==> config.mk <==
export PLATFORM = sky130hd
export DESIGN_NAME = base12_alu
export DESIGN_NICKNAME = d
export VERILOG_FILES = /design/src/rtl/base12_alu.sv
export SDC_FILE = /design/constraint.sdc
export NUM_CORES = 1
export LEC_CHECK = 0
export BUFFER_PORTS_ARGS = -buffer_cell sky130_fd_sc_hd__buf_2
export CAP_MARGIN = 5
export CELL_PAD_IN_SITES_DETAIL_PLACEMENT = 2
export CELL_PAD_IN_SITES_GLOBAL_PLACEMENT = 2
export CORE_ASPECT_RATIO = 0.8
export CORE_UTILIZATION = 31
export DETAILED_ROUTE_END_ITERATION = 6
export PLACE_DENSITY = 0.82
export RECOVER_POWER = 100
export SLEW_MARGIN = 10
export SYNTH_ARGS = -nofsm -noshare
export SYNTH_HDL_FRONTEND = slang
export SYNTH_SLANG_ARGS = --single-unit
==> constraint.sdc <==
create_clock -name clk -period 0.8 [get_ports clk]
set_input_delay 0.08 -clock clk [delete_from_list [all_inputs] [get_ports clk]]
set_output_delay 0.08 -clock clk [all_outputs]
set_load 0.01 [all_outputs]
==> src/rtl/base12_alu.sv <==
module base12_alu #(
  parameter int DW = 8,
  parameter int AW = 5
) (
  input  logic          clk,
  input  logic          rst_n,
  input  logic [11:0]   instr,
  input  logic [DW-1:0] w_in,
  input  logic [DW-1:0] f_in,
  input  logic          c_in,
  input  logic          dc_in,
  input  logic          z_in,
  output logic [DW-1:0] result,
  output logic          w_we,
  output logic          f_we,
  output logic [AW-1:0] f_addr,
  output logic          c_out,
  output logic          dc_out,
  output logic          z_out
);
  localparam int HW = DW / 2;
  localparam int BW = $clog2(DW);

  logic [5:0]    op6;
  logic          dst;
  logic [AW-1:0] fa;
  logic [DW-1:0] lit;
  logic [BW-1:0] bsel;
  logic [DW-1:0] bmask;

  assign op6   = instr[11:6];
  assign dst   = instr[5];
  assign fa    = instr[AW-1:0];
  assign lit   = instr[DW-1:0];
  assign bsel  = instr[7:5];
  assign bmask = DW'(1) << bsel;

  logic [DW:0] add_s, sub_s;
  logic [HW:0] add_n, sub_n;

  assign add_s = {1'b0, f_in} + {1'b0, w_in};
  assign add_n = {1'b0, f_in[HW-1:0]} + {1'b0, w_in[HW-1:0]};
  assign sub_s = {1'b0, f_in} + {1'b0, ~w_in} + (DW+1)'(1);
  assign sub_n = {1'b0, f_in[HW-1:0]} + {1'b0, ~w_in[HW-1:0]} + (HW+1)'(1);

  logic [DW-1:0] r;
  logic          wr_d, wr_w, wr_f, set_z;
  logic          nc, ndc;

  always_comb begin
    r     = '0;
    wr_d  = 1'b0;
    wr_w  = 1'b0;
    wr_f  = 1'b0;
    set_z = 1'b0;
    nc    = c_in;
    ndc   = dc_in;
    case (instr[11:10])
      2'b00: begin
        case (op6)
          6'b000000: if (dst) begin r = w_in; wr_f = 1'b1; end
          6'b000001: begin
            if (dst) begin
              wr_f = 1'b1; set_z = 1'b1;
            end else if (fa == '0) begin
              wr_w = 1'b1; set_z = 1'b1;
            end
          end
          6'b000010: begin
            r = sub_s[DW-1:0]; nc = sub_s[DW]; ndc = sub_n[HW];
            wr_d = 1'b1; set_z = 1'b1;
          end
          6'b000011: begin r = f_in - DW'(1); wr_d = 1'b1; set_z = 1'b1; end
          6'b000100: begin r = w_in | f_in;   wr_d = 1'b1; set_z = 1'b1; end
          6'b000101: begin r = w_in & f_in;   wr_d = 1'b1; set_z = 1'b1; end
          6'b000110: begin r = w_in ^ f_in;   wr_d = 1'b1; set_z = 1'b1; end
          6'b000111: begin
            r = add_s[DW-1:0]; nc = add_s[DW]; ndc = add_n[HW];
            wr_d = 1'b1; set_z = 1'b1;
          end
          6'b001000: begin r = f_in;          wr_d = 1'b1; set_z = 1'b1; end
          6'b001001: begin r = ~f_in;         wr_d = 1'b1; set_z = 1'b1; end
          6'b001010: begin r = f_in + DW'(1); wr_d = 1'b1; set_z = 1'b1; end
          6'b001011: begin r = f_in - DW'(1); wr_d = 1'b1; end
          6'b001100: begin r = {c_in, f_in[DW-1:1]}; nc = f_in[0];    wr_d = 1'b1; end
          6'b001101: begin r = {f_in[DW-2:0], c_in}; nc = f_in[DW-1]; wr_d = 1'b1; end
          6'b001110: begin r = {f_in[HW-1:0], f_in[DW-1:HW]}; wr_d = 1'b1; end
          6'b001111: begin r = f_in + DW'(1); wr_d = 1'b1; end
          default: ;
        endcase
      end
      2'b01: begin
        case (instr[9:8])
          2'b00: begin r = f_in & ~bmask; wr_f = 1'b1; end
          2'b01: begin r = f_in | bmask;  wr_f = 1'b1; end
          default: ;
        endcase
      end
      2'b11: begin
        wr_w = 1'b1;
        case (instr[9:8])
          2'b00: r = lit;
          2'b01: begin r = w_in | lit; set_z = 1'b1; end
          2'b10: begin r = w_in & lit; set_z = 1'b1; end
          default: begin r = w_in ^ lit; set_z = 1'b1; end
        endcase
      end
      default: ;
    endcase
  end

  always_ff @(posedge clk or negedge rst_n) begin
    if (!rst_n) begin
      result <= '0;
      w_we   <= 1'b0;
      f_we   <= 1'b0;
      f_addr <= '0;
      c_out  <= 1'b0;
      dc_out <= 1'b0;
      z_out  <= 1'b0;
    end else begin
      result <= r;
      w_we   <= wr_w | (wr_d & ~dst);
      f_we   <= wr_f | (wr_d & dst);
      f_addr <= fa;
      c_out  <= nc;
      dc_out <= ndc;
      z_out  <= set_z ? (r == '0) : z_in;
    end
  end
endmodule

==> impl_results.md, run 1 <==
* Post-Syn Area at 3299 um2
* Status: stopped before the end
* Die W at 117.3 um
* Clock tree buffer depth at 2
* Die Height at 94.28 um
* Post-CTS sizing at 106
* Syn Inst Count at ~420
* Halt Stage: clock tree synthesis
* Combinational family with the most area after synthesis: compound AO/OA/AOI/OAI gates
* Syn Nets at slightly below 500
* PortBufs at 50
* Num CTS Buffers at 3
* Syn_area_per_cell at slightly below 8 um2
* Simple-gate portion of the synthesized area at between 20% and 30%
* First error: [ERROR DPL-0033] detailed placement checks failed during check placement.
* Area after DPL at 4962 um2
* Register area share after synthesis at ~14%
* Post-synthesis mux area share at between 6 and 7%
* Root Driver: clkbuf_16
* Post-CTS setup buffers at 22
* Sink Count at 18
* Number of synthesized flops with an enable pin at 0
* Cell row count at 33
* Post-Synth Adder-Cell Area at between 10% and 20%
* Placer congestion estimate at approximately 0.92
* Initial core utilization at about a third
* Synth Warn # at 0
* Asr flop ratio synth at 100.0%
* Hold-fix buffers, CTS at 5
* Post-synthesis xor/xnor area fraction at 3.413%
* Complex-gate fraction of the synthesized area at 26.89%
* DP HPWL at roughly 16,000 um
* Netlist cell types at 73
* IO Count at just over 50
* Seq cells post-synth at 18
* Dominant synthesized flop cell: dfrtp_1
* H-tree levels at 1
synthesized netlist by cell type, types with 4 or more instances:
cell	count	area, um2
ha_1	45	563.0
inv_1	36	135.1
nor2_1	32	120.1
nand2_1	27	101.4
a21oi_1	26	130.1
o21ai_0	22	110.1
dfrtp_1	18	450.4
buf_2	12	60.06
xnor2_1	10	87.58
clkbuf_1	9	33.78
nand3_1	9	45.04
nor3_1	9	45.04
mux2i_1	8	80.08
nand3b_1	8	60.06
a211oi_1	7	52.55
nand2b_1	7	43.79
nand4_1	7	43.79
a22oi_1	6	45.04
o211ai_1	6	45.04
o21bai_1	6	45.04
a221oi_1	5	43.79
buf_4	5	37.54
mux4_2	5	112.6
o31ai_1	5	37.54
a22o_1	4	35.03
a32oi_1	4	35.03
and3_1	4	25.02
buf_6	4	45.04
nor3b_1	4	30.03
or3_1	4	25.02
logic make-up after synthesis:
family,after synthesis
AO/OA/AOI/OAI,124
XOR/XNOR,12
adder cells (fa/ha/maj),47
buffers and inverters,72
flip-flops,18
multiplexers,14
AND/OR/NAND/NOR,130
metrics by stage:
stage	hold slack [ns]	utilization, %	setup TNS (ns)	setup WS [ns]	std cells
detailed placement	0.08075	48.27	-17.23	-1.982	746
global placement	0.06369	48.27	-15.78	-1.774	746
floorplan	-0.2156	-	-11.12	-1.562	417
==> run 2: changes to the inputs <==
--- a/config.mk
+++ b/config.mk
@@ -7,12 +7,9 @@
 export LEC_CHECK = 0
 export BUFFER_PORTS_ARGS = -buffer_cell sky130_fd_sc_hd__buf_2
 export CAP_MARGIN = 5
-export CELL_PAD_IN_SITES_DETAIL_PLACEMENT = 2
-export CELL_PAD_IN_SITES_GLOBAL_PLACEMENT = 2
-export CORE_ASPECT_RATIO = 0.8
-export CORE_UTILIZATION = 31
+export CORE_UTILIZATION = 35
 export DETAILED_ROUTE_END_ITERATION = 6
-export PLACE_DENSITY = 0.82
+export PLACE_DENSITY_LB_ADDON = 0.15
 export RECOVER_POWER = 100
 export SLEW_MARGIN = 10
 export SYNTH_ARGS = -nofsm -noshare
==> constraint.sdc (replaced) <==
create_clock -name clk -period 1 [get_ports clk]
set_input_delay 0.1 -clock clk [delete_from_list [all_inputs] [get_ports clk]]
set_output_delay 0.1 -clock clk [all_outputs]
set_load 0.01 [all_outputs]
==> run 2 against run 1 <==
Against the previous run: the flow now finishes, with violations (negative setup slack); synthesized area is the same; synthesized cell count is the same.
==> impl_results.md, run 2 <==
* VDD IR max at roughly 0.00047 V
* Antenna Cells at 0
* Clock tree buffer depth at 2 (unchanged)
* Largest net degree at the start of global routing at 24
* # nets final at slightly above 700
* Layout Cells excl Fill at 746
* H-tree levels at 1 (unchanged)
* Initial antenna violation count at 0
* Filler cell count at 868
* CP required at 1.13 ns
* Metal3 WL at approximately 1000 um
* Area growth, synth to finish at 71.10%
* Synth area leader: ha_1 (unchanged)
* Final worst slack at -1.079 ns
* Switch share at 39.02%
* Total track usage at 31.50%
* Least-Margin Pin Slew at ~0.57 ns
* Largest regs: result x8, f_addr x5
* Leakage Power at approximately 0.0026 uW
* DP HPWL at 12,180 um (was 16,340 um)
* Core Footprint at a little over 9000 um2
* Detail Route met2 WL at 7130 um
* Num CTS Buffers at 3 (unchanged)
* Syn Nets at 497 (unchanged)
* PortBufs at 50 (unchanged)
* Register area share after synthesis at 13.65% (unchanged)
* P_int at ~2200 uW
* CP max FO at 5
* Crit path arrival time at 2.21 ns
* Relative slew margins at between 60% and 70%
* Hold Fails Final Rpt at 0
* Post-synth top area share at 17.06% (unchanged)
* Combinational fraction of design power at ~64%
* Sw Pwr at roughly 1400 uW
* Sequential power share at 22.3%
* Die W at 99.09 um (was 117.3 um)
* Grt ovf at 0
* Die ar. at roughly 9800 um2
* Crit path top cell by count: buf_4
* Post-Syn Area at 3299 um2 (unchanged)
* Number of synthesized flops with an enable pin at 0 (unchanged)
* Largest register FFs at 8
* Routed metal-1 wire length at between 6000 and 7000 um
* Critical path class: primary input to flip-flop
* Setup crit start kind: primary input
* CP Capture Type: flip-flop
* CP max-delay cell: o2111a_1
* Status: finished with violations (was stopped before the end)
* Seq cells post-synth at 18 (unchanged)
* Vias in the first global route at around 4,100
* Asr flop ratio synth at 100.0% (unchanged)
* Critical-path cell list: buf_8, inv_8, ha_4, and3_4, and2_4, buf_4, buf_6, buf_4, o31ai_1, buf_4, xnor2_1, o2111a_1, and4b_1, a31o_1
* Max frequency at between 400 and 500 MHz
* Per-cell routed wire length at 20.41 um
* Number of max-cap violations at 0
* Initial DRC count at about 330
* Setup_tns at -9.268 ns
* Share of cells above drive strength 1 at between 50% and 60%
* Antenna viol nets, final at 0
* Syn Inst Count at 417 (unchanged)
* Failing checks: negative setup slack
* Crit path largest cell delay at approximately 0.27 ns
* Unrepaired setup endpoints after global routing: yes
* IO Count at 51 (unchanged)
* Top-count cell post-synth: ha_1 (unchanged)
* Pre-Repair DR Iteration Count at 5
* Top cells by count, synth: ha_1 (45), inv_1 (36), nor2_1 (32) (unchanged)
* Root Driver: clkbuf_8 (was clkbuf_16)
* Sink Count at 18 (unchanged)
* Dominant synthesized flop cell: dfrtp_1 (unchanged)
* # setup viols final at 12
* Power Total at between 3000 and 4000 uW
* Most frequent cells in the layout: buf_4 (177), ha_1 (35), inv_1 (27), nand2_1 (27), nor2_1 (23)
* First-pass GRT wire length at around 23,000 um
* Commonest non-fill, non-tap cell in the layout: buf_4
* Largest Register: result
* Layout Utilization at between 60% and 70%
* Cell row count at 35 (was 33)
* Synth Warn # at 0 (unchanged)
* Final wirelength at between 15,000 and 20,000 um
* Cell Pwr Density at 643.1 nW/um2
* Syn_area_per_cell at 7.912 um2 (unchanged)
* Clk slew on worst S/H paths at 0.07 ns
* Total number of vias at roughly 4,200
* Die Height at 99.09 um (was 94.28 um)
* DRC Markers at 0
* Placer congestion estimate at 1.068 (was 0.9217)
* CTS tree: done
* Hold WS at between 0.06 and 0.07 ns
* Tcrit/Tclk final at 207.9%
* Fin. max-slew vios at 0
* Minimum clock period at around 2.1 ns
* Netlist cell types at 73 (unchanged)
* Dpl cells at 721 (was 746)
* Clk pwr share at 13.5%
* Via-to-Cell Ratio at roughly 5.6
* Initial core utilization at 35.88% (was 32.09%)
* Top Layer Used: met4
* Top post-synthesis cells by area: ha_1 (17%), dfrtp_1 (14%), inv_1 (4.1%) (unchanged)
* Min-Delay Path Class: primary input to flip-flop
run 2: power by group through the flow:
stage | Clock [uW] | Combinational [uW] | Sequential [uW]
final | 489 | 2330 | 809
after global routing | 548 | 2500 | 817
after CTS | 504 | 2210 | 808
after detailed placement | 0 | 1980 | 822
after global placement | 0 | 1970 | 821
after floorplan | 0 | 902 | 861
run 2: repair_timing:
action | CTS | global route
hold endpoints to repair | 20 | 0
resized for setup | 75 | 40
hold buffers | 3 | 0
endpoints found under the setup margin | 12 | 12
pin swaps | 37 | 20
buffers inserted | 12 | 9
run 2: metal layers:
metal	track usage [%]	vias to the layer above
met5	0	-
met4	13.57	0
met3	4.568	38
met2	53.31	188
met1	40.03	1990
li1	-	1968
run 2: layout make-up:
class	instances	area, um2	share of cell area [%]
tap	111	138.9	2.460
timing repair buffer	247	1868	33.09
multi-input combinational	327	2962	52.46
inverter	40	185.2	3.280
clock buffer	3	41.29	0.7314
sequential	18	450.4	7.979
run 2: final timing paths:
kind,cells past startpoint,end,from,slack [ns]
max in group asynchronous,2,result[3],rst_n,0.36
min in group asynchronous,2,f_addr[0],rst_n,0.32
hold / removal,2,f_addr[3],instr[3],0.06
setup / recovery,14,z_out,instr[10],-1.08
run 2: critical path, delay by kind of cell:
family	cells	cell delay (ns)
AOI/OAI and AO/OA	3	0.65
and+or+nand+nor	3	0.58
xor gates and xnor gates	1	0.05
adders and majority gates	1	0.17
buffers and inverters	6	0.66
run 2: metrics by stage:
stage,cell area (um2),setup WS (ns)
final,5645,-1.079
after global routing,5645,-1.192
after CTS,5448,-1.058
after detailed placement,4956,-1.544
after global placement,4956,-1.577
after floorplan,3443,-1.382
run 2: cell families after synthesis:
logic type                 synth area share (%)
xor gates and xnor gates                  3.413
buffers and inverters                     10.24
muxes                                     6.181
DFF                                       13.65
AOI/OAI and AO/OA                         26.89
adders and majority gates                 18.28
and+or+nand+nor                           21.35
Note: power is estimated with default switching activity, not from simulation.
==> run 3: changes to the inputs <==
--- a/config.mk
+++ b/config.mk
@@ -5,10 +5,12 @@
 export SDC_FILE = /design/constraint.sdc
 export NUM_CORES = 1
 export LEC_CHECK = 0
+export ABC_AREA = 1
 export BUFFER_PORTS_ARGS = -buffer_cell sky130_fd_sc_hd__buf_2
 export CAP_MARGIN = 5
 export CORE_UTILIZATION = 35
 export DETAILED_ROUTE_END_ITERATION = 6
+export HOLD_SLACK_MARGIN = 0.12
 export PLACE_DENSITY_LB_ADDON = 0.15
 export RECOVER_POWER = 100
 export SLEW_MARGIN = 10
==> run 3 against run 2 <==
Against the previous run: the run ends with design-rule violations, negative setup slack left; combinational power shrank 6%; total power shrank 2.2%; utilization grew 3.1 points; clock power grew 12%; synthesized area shrank 3.0%; non-clock buffer count shrank 22; first-iteration DRC count shrank 24%; via count grew 8.0%; count of clock-buffer cells in the layout is the same; setup slack gained 0.25 ns; sequential power shrank 1%; critical path type unchanged; largest cell class unchanged.
==> impl_results.md, run 3 <==
* Status: finished with violations (unchanged)
* Failing checks: design-rule violations, negative setup slack (was negative setup slack)
* Syn Inst Count at 529 (was 417)
* Commonest non-fill, non-tap cell in the layout: buf_4 (unchanged)
* Clk pwr share at 15.4% (was 13.5%)
* Area growth, synth to finish at 77.33% (was 71.10%)
* Fin. max-slew vios at 0 (unchanged)
* Post-Syn Area at 3201 um2 (was 3299 um2)
* Unrepaired setup endpoints after global routing: yes (unchanged)
* Crit path largest cell delay at 0.34 ns (was 0.27 ns)
* Least-Margin Pin Slew at 0.5084 ns (was 0.5656 ns)
* Min-Delay Path Class: primary input to flip-flop (unchanged)
* Placer congestion estimate at 0.9908 (was 1.068)
* CTS tree: done (unchanged)
* Initial antenna violation count at 0 (unchanged)
* Die Height at 97.63 um (was 99.09 um)
* CP Capture Type: flip-flop (unchanged)
* Leakage Power at 0.002913 uW (was 0.002607 uW)
* Seq cells post-synth at 18 (unchanged)
* Root Driver: clkbuf_8 (unchanged)
* Syn Nets at 609 (was 497)
* Vias in the first global route at 4,615 (was 4,143)
* # setup viols final at 11 (was 12)
* Dominant synthesized flop cell: dfrtp_1 (unchanged)
* Cell row count at 34 (was 35)
* Initial DRC count at 252 (was 331)
* VDD IR max at 0.0004866 V (was 0.0004689 V)
* Crit path arrival time at 2.03 ns (was 2.21 ns)
* Antenna Cells at 0 (unchanged)
* Top post-synthesis cells by area: ha_1 (18%), nand2_1 (15%), dfrtp_1 (14%) (was ha_1 (17%), dfrtp_1 (14%), inv_1 (4.1%))
* Power Total at 3552 uW (was 3631 uW)
* Register area share after synthesis at 14.07% (was 13.65%)
* Number of synthesized flops with an enable pin at 0 (unchanged)
* CP max-delay cell: fa_2 (was o2111a_1)
* H-tree levels at 1 (unchanged)
* Pre-Repair DR Iteration Count at 7 (was 5)
* P_int at 2080 uW (was 2214 uW)
* Sequential power share at 22.6% (was 22.3%)
* Core Footprint at 8806 um2 (was 9196 um2)
* Largest Register: result (unchanged)
* Switch share at 41.46% (was 39.02%)
* Hold Fails Final Rpt at 0 (unchanged)
* DRC Markers at 14 (was 0)
* Total number of vias at 4,518 (was 4,184)
* Relative slew margins at 66.10% (was 61.76%)
* # nets final at 831 (was 717)
* Critical path class: primary input to flip-flop (unchanged)
* Setup crit start kind: primary input (unchanged)
* Initial core utilization at 36.35% (was 35.88%)
* PortBufs at 50 (unchanged)
* Per-cell routed wire length at 16.92 um (was 20.41 um)
* Final worst slack at -0.8330 ns (was -1.079 ns)
* Largest net degree at the start of global routing at 19 (was 24)
* Top cells by count, synth: nand2_1 (128), inv_1 (73), o21ai_0 (54) (was ha_1 (45), inv_1 (36), nor2_1 (32))
* Asr flop ratio synth at 100.0% (unchanged)
* Area after DPL at 4833 um2 (was 4956 um2)
* Setup_tns at -6.458 ns (was -9.268 ns)
* Antenna viol nets, final at 0 (unchanged)
* Design area at 5675 um2 (was 5645 um2)
* CP required at 1.20 ns (was 1.13 ns)
* Sink Count at 18 (unchanged)
* Post-synth top area share at 17.59% (was 17.06%)
* Largest register FFs at 8 (unchanged)
* Via-to-Cell Ratio at 5.272 (was 5.609)
* Layout Cells excl Fill at 857 (was 746)
* Cell Pwr Density at 625.9 nW/um2 (was 643.1 nW/um2)
* Final wirelength at 14,500 um (was 15,230 um)
* CP max FO at 3 (was 5)
* Total track usage at 31.09% (was 31.50%)
* Layout Utilization at 64.45% (was 61.39%)
* Critical-path cell list: buf_12, clkinvlp_4, ha_4, inv_4, fa_2, buf_4, nand3_2, o211ai_1, nand2_1, o211ai_1, a21oi_2, nand3_1, nand2_1, nand3_1, nor2_1, nand3_1, nand2_1 (was buf_8, inv_8, ha_4, and3_4, and2_4, buf_4, buf_6, buf_4, o31ai_1, buf_4, xnor2_1, o2111a_1, and4b_1, a31o_1)
* Synth area leader: ha_1 (unchanged)
* Synth Warn # at 0 (unchanged)
* Most frequent cells in the layout: buf_4 (156), nand2_1 (101), inv_1 (50), o21ai_0 (40), ha_1 (37) (was buf_4 (177), ha_1 (35), inv_1 (27), nand2_1 (27), nor2_1 (23))
* Num CTS Buffers at 3 (unchanged)
* DP HPWL at 11,820 um (was 12,180 um)
* Max frequency at 545.5 MHz (was 481.1 MHz)
* Number of max-cap violations at 0 (unchanged)
* Clk slew on worst S/H paths at 0.07 ns (about the same)
* Grt ovf at 0 (unchanged)
* Clock tree buffer depth at 2 (unchanged)
* Netlist cell types at 37 (was 73)
* First-pass GRT wire length at 23,050 um (was 23,270 um)
* Die W at 97.63 um (was 99.09 um)
* Sw Pwr at 1473 uW (was 1417 uW)
* Minimum clock period at 1.833 ns (was 2.079 ns)
* Die ar. at 9531 um2 (was 9819 um2)
* Largest regs: result x8, f_addr x5 (unchanged)
* Syn_area_per_cell at 6.050 um2 (was 7.912 um2)
* Top-count cell post-synth: nand2_1 (was ha_1)
* Share of cells above drive strength 1 at 46.60% (was 50.55%)
* IO Count at 51 (unchanged)
* Dpl cells at 825 (was 721)
* Tcrit/Tclk final at 183.3% (was 207.9%)
* Combinational fraction of design power at 62.1% (was 64.2%)
[run 3: what timing repair did]
| action | CTS | global route |
|---|---|---|
| resized for setup | 110 | 52 |
| endpoints found under the setup margin | 12 | 12 |
| endpoints found under the hold margin | 24 | 0 |
| setup buffers | 18 | 9 |
| pin swaps | 53 | 45 |
| hold buffers | 7 | 0 |
[run 3: worst paths after layout]
kind / depth (start not counted) / end / start / slack (ns)
worst max-delay path: 17 / z_out / f_in[0] / -0.83
worst min-delay path: 3 / dc_out / dc_in / 0.18
max in group asynchronous: 2 / c_out / rst_n / 0.31
min in group asynchronous: 2 / f_addr[4] / rst_n / 0.33
[run 3: stage by stage]
step                setup slack, ns  hold WS, ns
floorplan                   -0.8106      -0.1956
finish                      -0.8330       0.1813
global placement             -1.161      0.06427
CTS                         -0.8311       0.1791
detailed placement           -1.163      0.07024
global route                -0.9904       0.1963
[run 3: worst max-delay path, delay by kind of cell]
family / cells / cell delay [ns]
compound gates: 3 / 0.40
fa+ha+maj: 2 / 0.48
simple gates: 8 / 0.67
buf+inv: 4 / 0.37
[run 3: kinds of logic (layout without fill, tap and decap cells)]
group | count (synthesis) | after routing | share of synthesized area, %
flip-flops | 18 | 18 | 14.07
XOR/XNOR | 3 | 3 | 0.8211
buffers and inverters | 91 | 311 | 10.75
adder cells (fa/ha/maj) | 47 | 47 | 18.84
AO/OA/AOI/OAI | 120 | 120 | 22.09
AND/OR/NAND/NOR | 250 | 250 | 33.42
[run 3: power by group through the flow]
stage               Clock [uW]  Combinational (uW)  Sequential, uW
floorplan                    0                 810             855
CTS                        572                2070             802
finish                     547                2200             801
detailed placement           0                1810             816
global placement             0                1800             817
global route               585                2390             807
[run 3: area by class of cell]
class | count | area (um2)
Tap cell | 108 | 135.1
Fill cell | 836 | 3131
Timing Repair Buffer | 225 | 1729
Inverter | 83 | 365.4
Sequential cell | 18 | 450.4
Multi-Input combinational cell | 420 | 2954
Clock buffer | 3 | 41.29
[run 3: layer usage]
layer  vias to the layer above  track usage (%)  share of wire (%)
met4                         0            12.94                4.0
li1                       2225                -                  -
met3                        38            3.453                5.7
met5                         -                0                  0
met2                       167            54.94                 47
met1                      2088            38.06                 43
==> run 4: changes to the inputs <==
--- a/config.mk
+++ b/config.mk
@@ -8,7 +8,10 @@
 export ABC_AREA = 1
 export BUFFER_PORTS_ARGS = -buffer_cell sky130_fd_sc_hd__buf_2
 export CAP_MARGIN = 5
+export CELL_PAD_IN_SITES_DETAIL_PLACEMENT = 1
+export CELL_PAD_IN_SITES_GLOBAL_PLACEMENT = 1
 export CORE_UTILIZATION = 35
+export CTS_BUF_LIST = sky130_fd_sc_hd__clkbuf_16
 export DETAILED_ROUTE_END_ITERATION = 6
 export HOLD_SLACK_MARGIN = 0.12
 export PLACE_DENSITY_LB_ADDON = 0.15
==> run 4 against run 3 <==
Against the previous run: synthesized area did not move; the run now fails in global routing; synthesized cell count did not move.
==> impl_results.md, run 4 <==
* Status: stopped before the end (was finished with violations)
* Halt Stage: global routing
* First error: [ERROR GRT-0232] Routing congestion too high. Check the congestion heatmap in the GUI.
* Root Driver: clkbuf_16 (was clkbuf_8)
* Clock tree buffer depth at 2 (unchanged)
* Die Height at 97.63 um (unchanged)
* Netlist cell types at 37 (unchanged)
* WEP type: register data pin
* Post-Syn Area at 3201 um2 (unchanged)
* H-tree levels at 1 (unchanged)
* Syn Inst Count at 529 (unchanged)
* Dpl cells at 849 (was 825)
* PortBufs at 50 (unchanged)
* Synth Warn # at 0 (unchanged)
* DP HPWL at 15,110 um (was 11,820 um)
* GR repair worst EP: z_out$_DFF_PN0_/D
* IO Count at 51 (unchanged)
* Top-count cell post-synth: nand2_1 (unchanged)
* Post-synth top area share at 17.59% (unchanged)
* Total track usage at 87.81%
* Grt ovf at 438
* Syn_area_per_cell at 6.050 um2 (unchanged)
* Cell row count at 34 (unchanged)
* Placer congestion estimate at 0.9714 (was 0.9908)
* Synth area leader: ha_1 (unchanged)
* Number of synthesized flops with an enable pin at 0 (unchanged)
* Area after DPL at 5026 um2 (was 4833 um2)
* Top cells by count, synth: nand2_1 (128), inv_1 (73), o21ai_0 (54) (unchanged)
* Seq cells post-synth at 18 (unchanged)
* Dominant synthesized flop cell: dfrtp_1 (unchanged)
* Syn Nets at 609 (unchanged)
* Asr flop ratio synth at 100.0% (unchanged)
* Register area share after synthesis at 14.07% (unchanged)
* Num CTS Buffers at 3 (unchanged)
* Largest net degree at the start of global routing at 19
* Initial core utilization at 36.35% (unchanged)
* Top post-synthesis cells by area: ha_1 (18%), nand2_1 (15%), dfrtp_1 (14%) (unchanged)
* Sink Count at 18 (unchanged)
* Die W at 97.63 um (unchanged)
## run 4: through the flow
step,hold WS [ns],setup WS [ns]
after floorplan,-0.1956,-0.8106
after global placement,0.05538,-1.197
after CTS,0.1438,-0.9209
after detailed placement,0.06971,-1.333
## run 4: layer usage
layer | GRT overflow | GRT usage [%]
met5 | 0 | 13.19
met2 | 325 | 113.4
met3 | 1 | 64.89
met4 | 106 | 100.5
met1 | 6 | 82.40
## run 4: kinds of logic after synthesis
family	count (synthesis)	share of synthesized area, %
DFF	18	14.07
AOI/OAI and AO/OA	120	22.09
buffers and inverters	91	10.75
xor gates and xnor gates	3	0.8211
adders and majority gates	47	18.84
and+or+nand+nor	250	33.42
## run 4: repair_timing
action / in CTS
hold buffers: 7
buffers inserted: 30
endpoints found under the hold margin: 24
gates resized for setup: 154
pin swaps: 74
endpoints found under the setup margin: 12
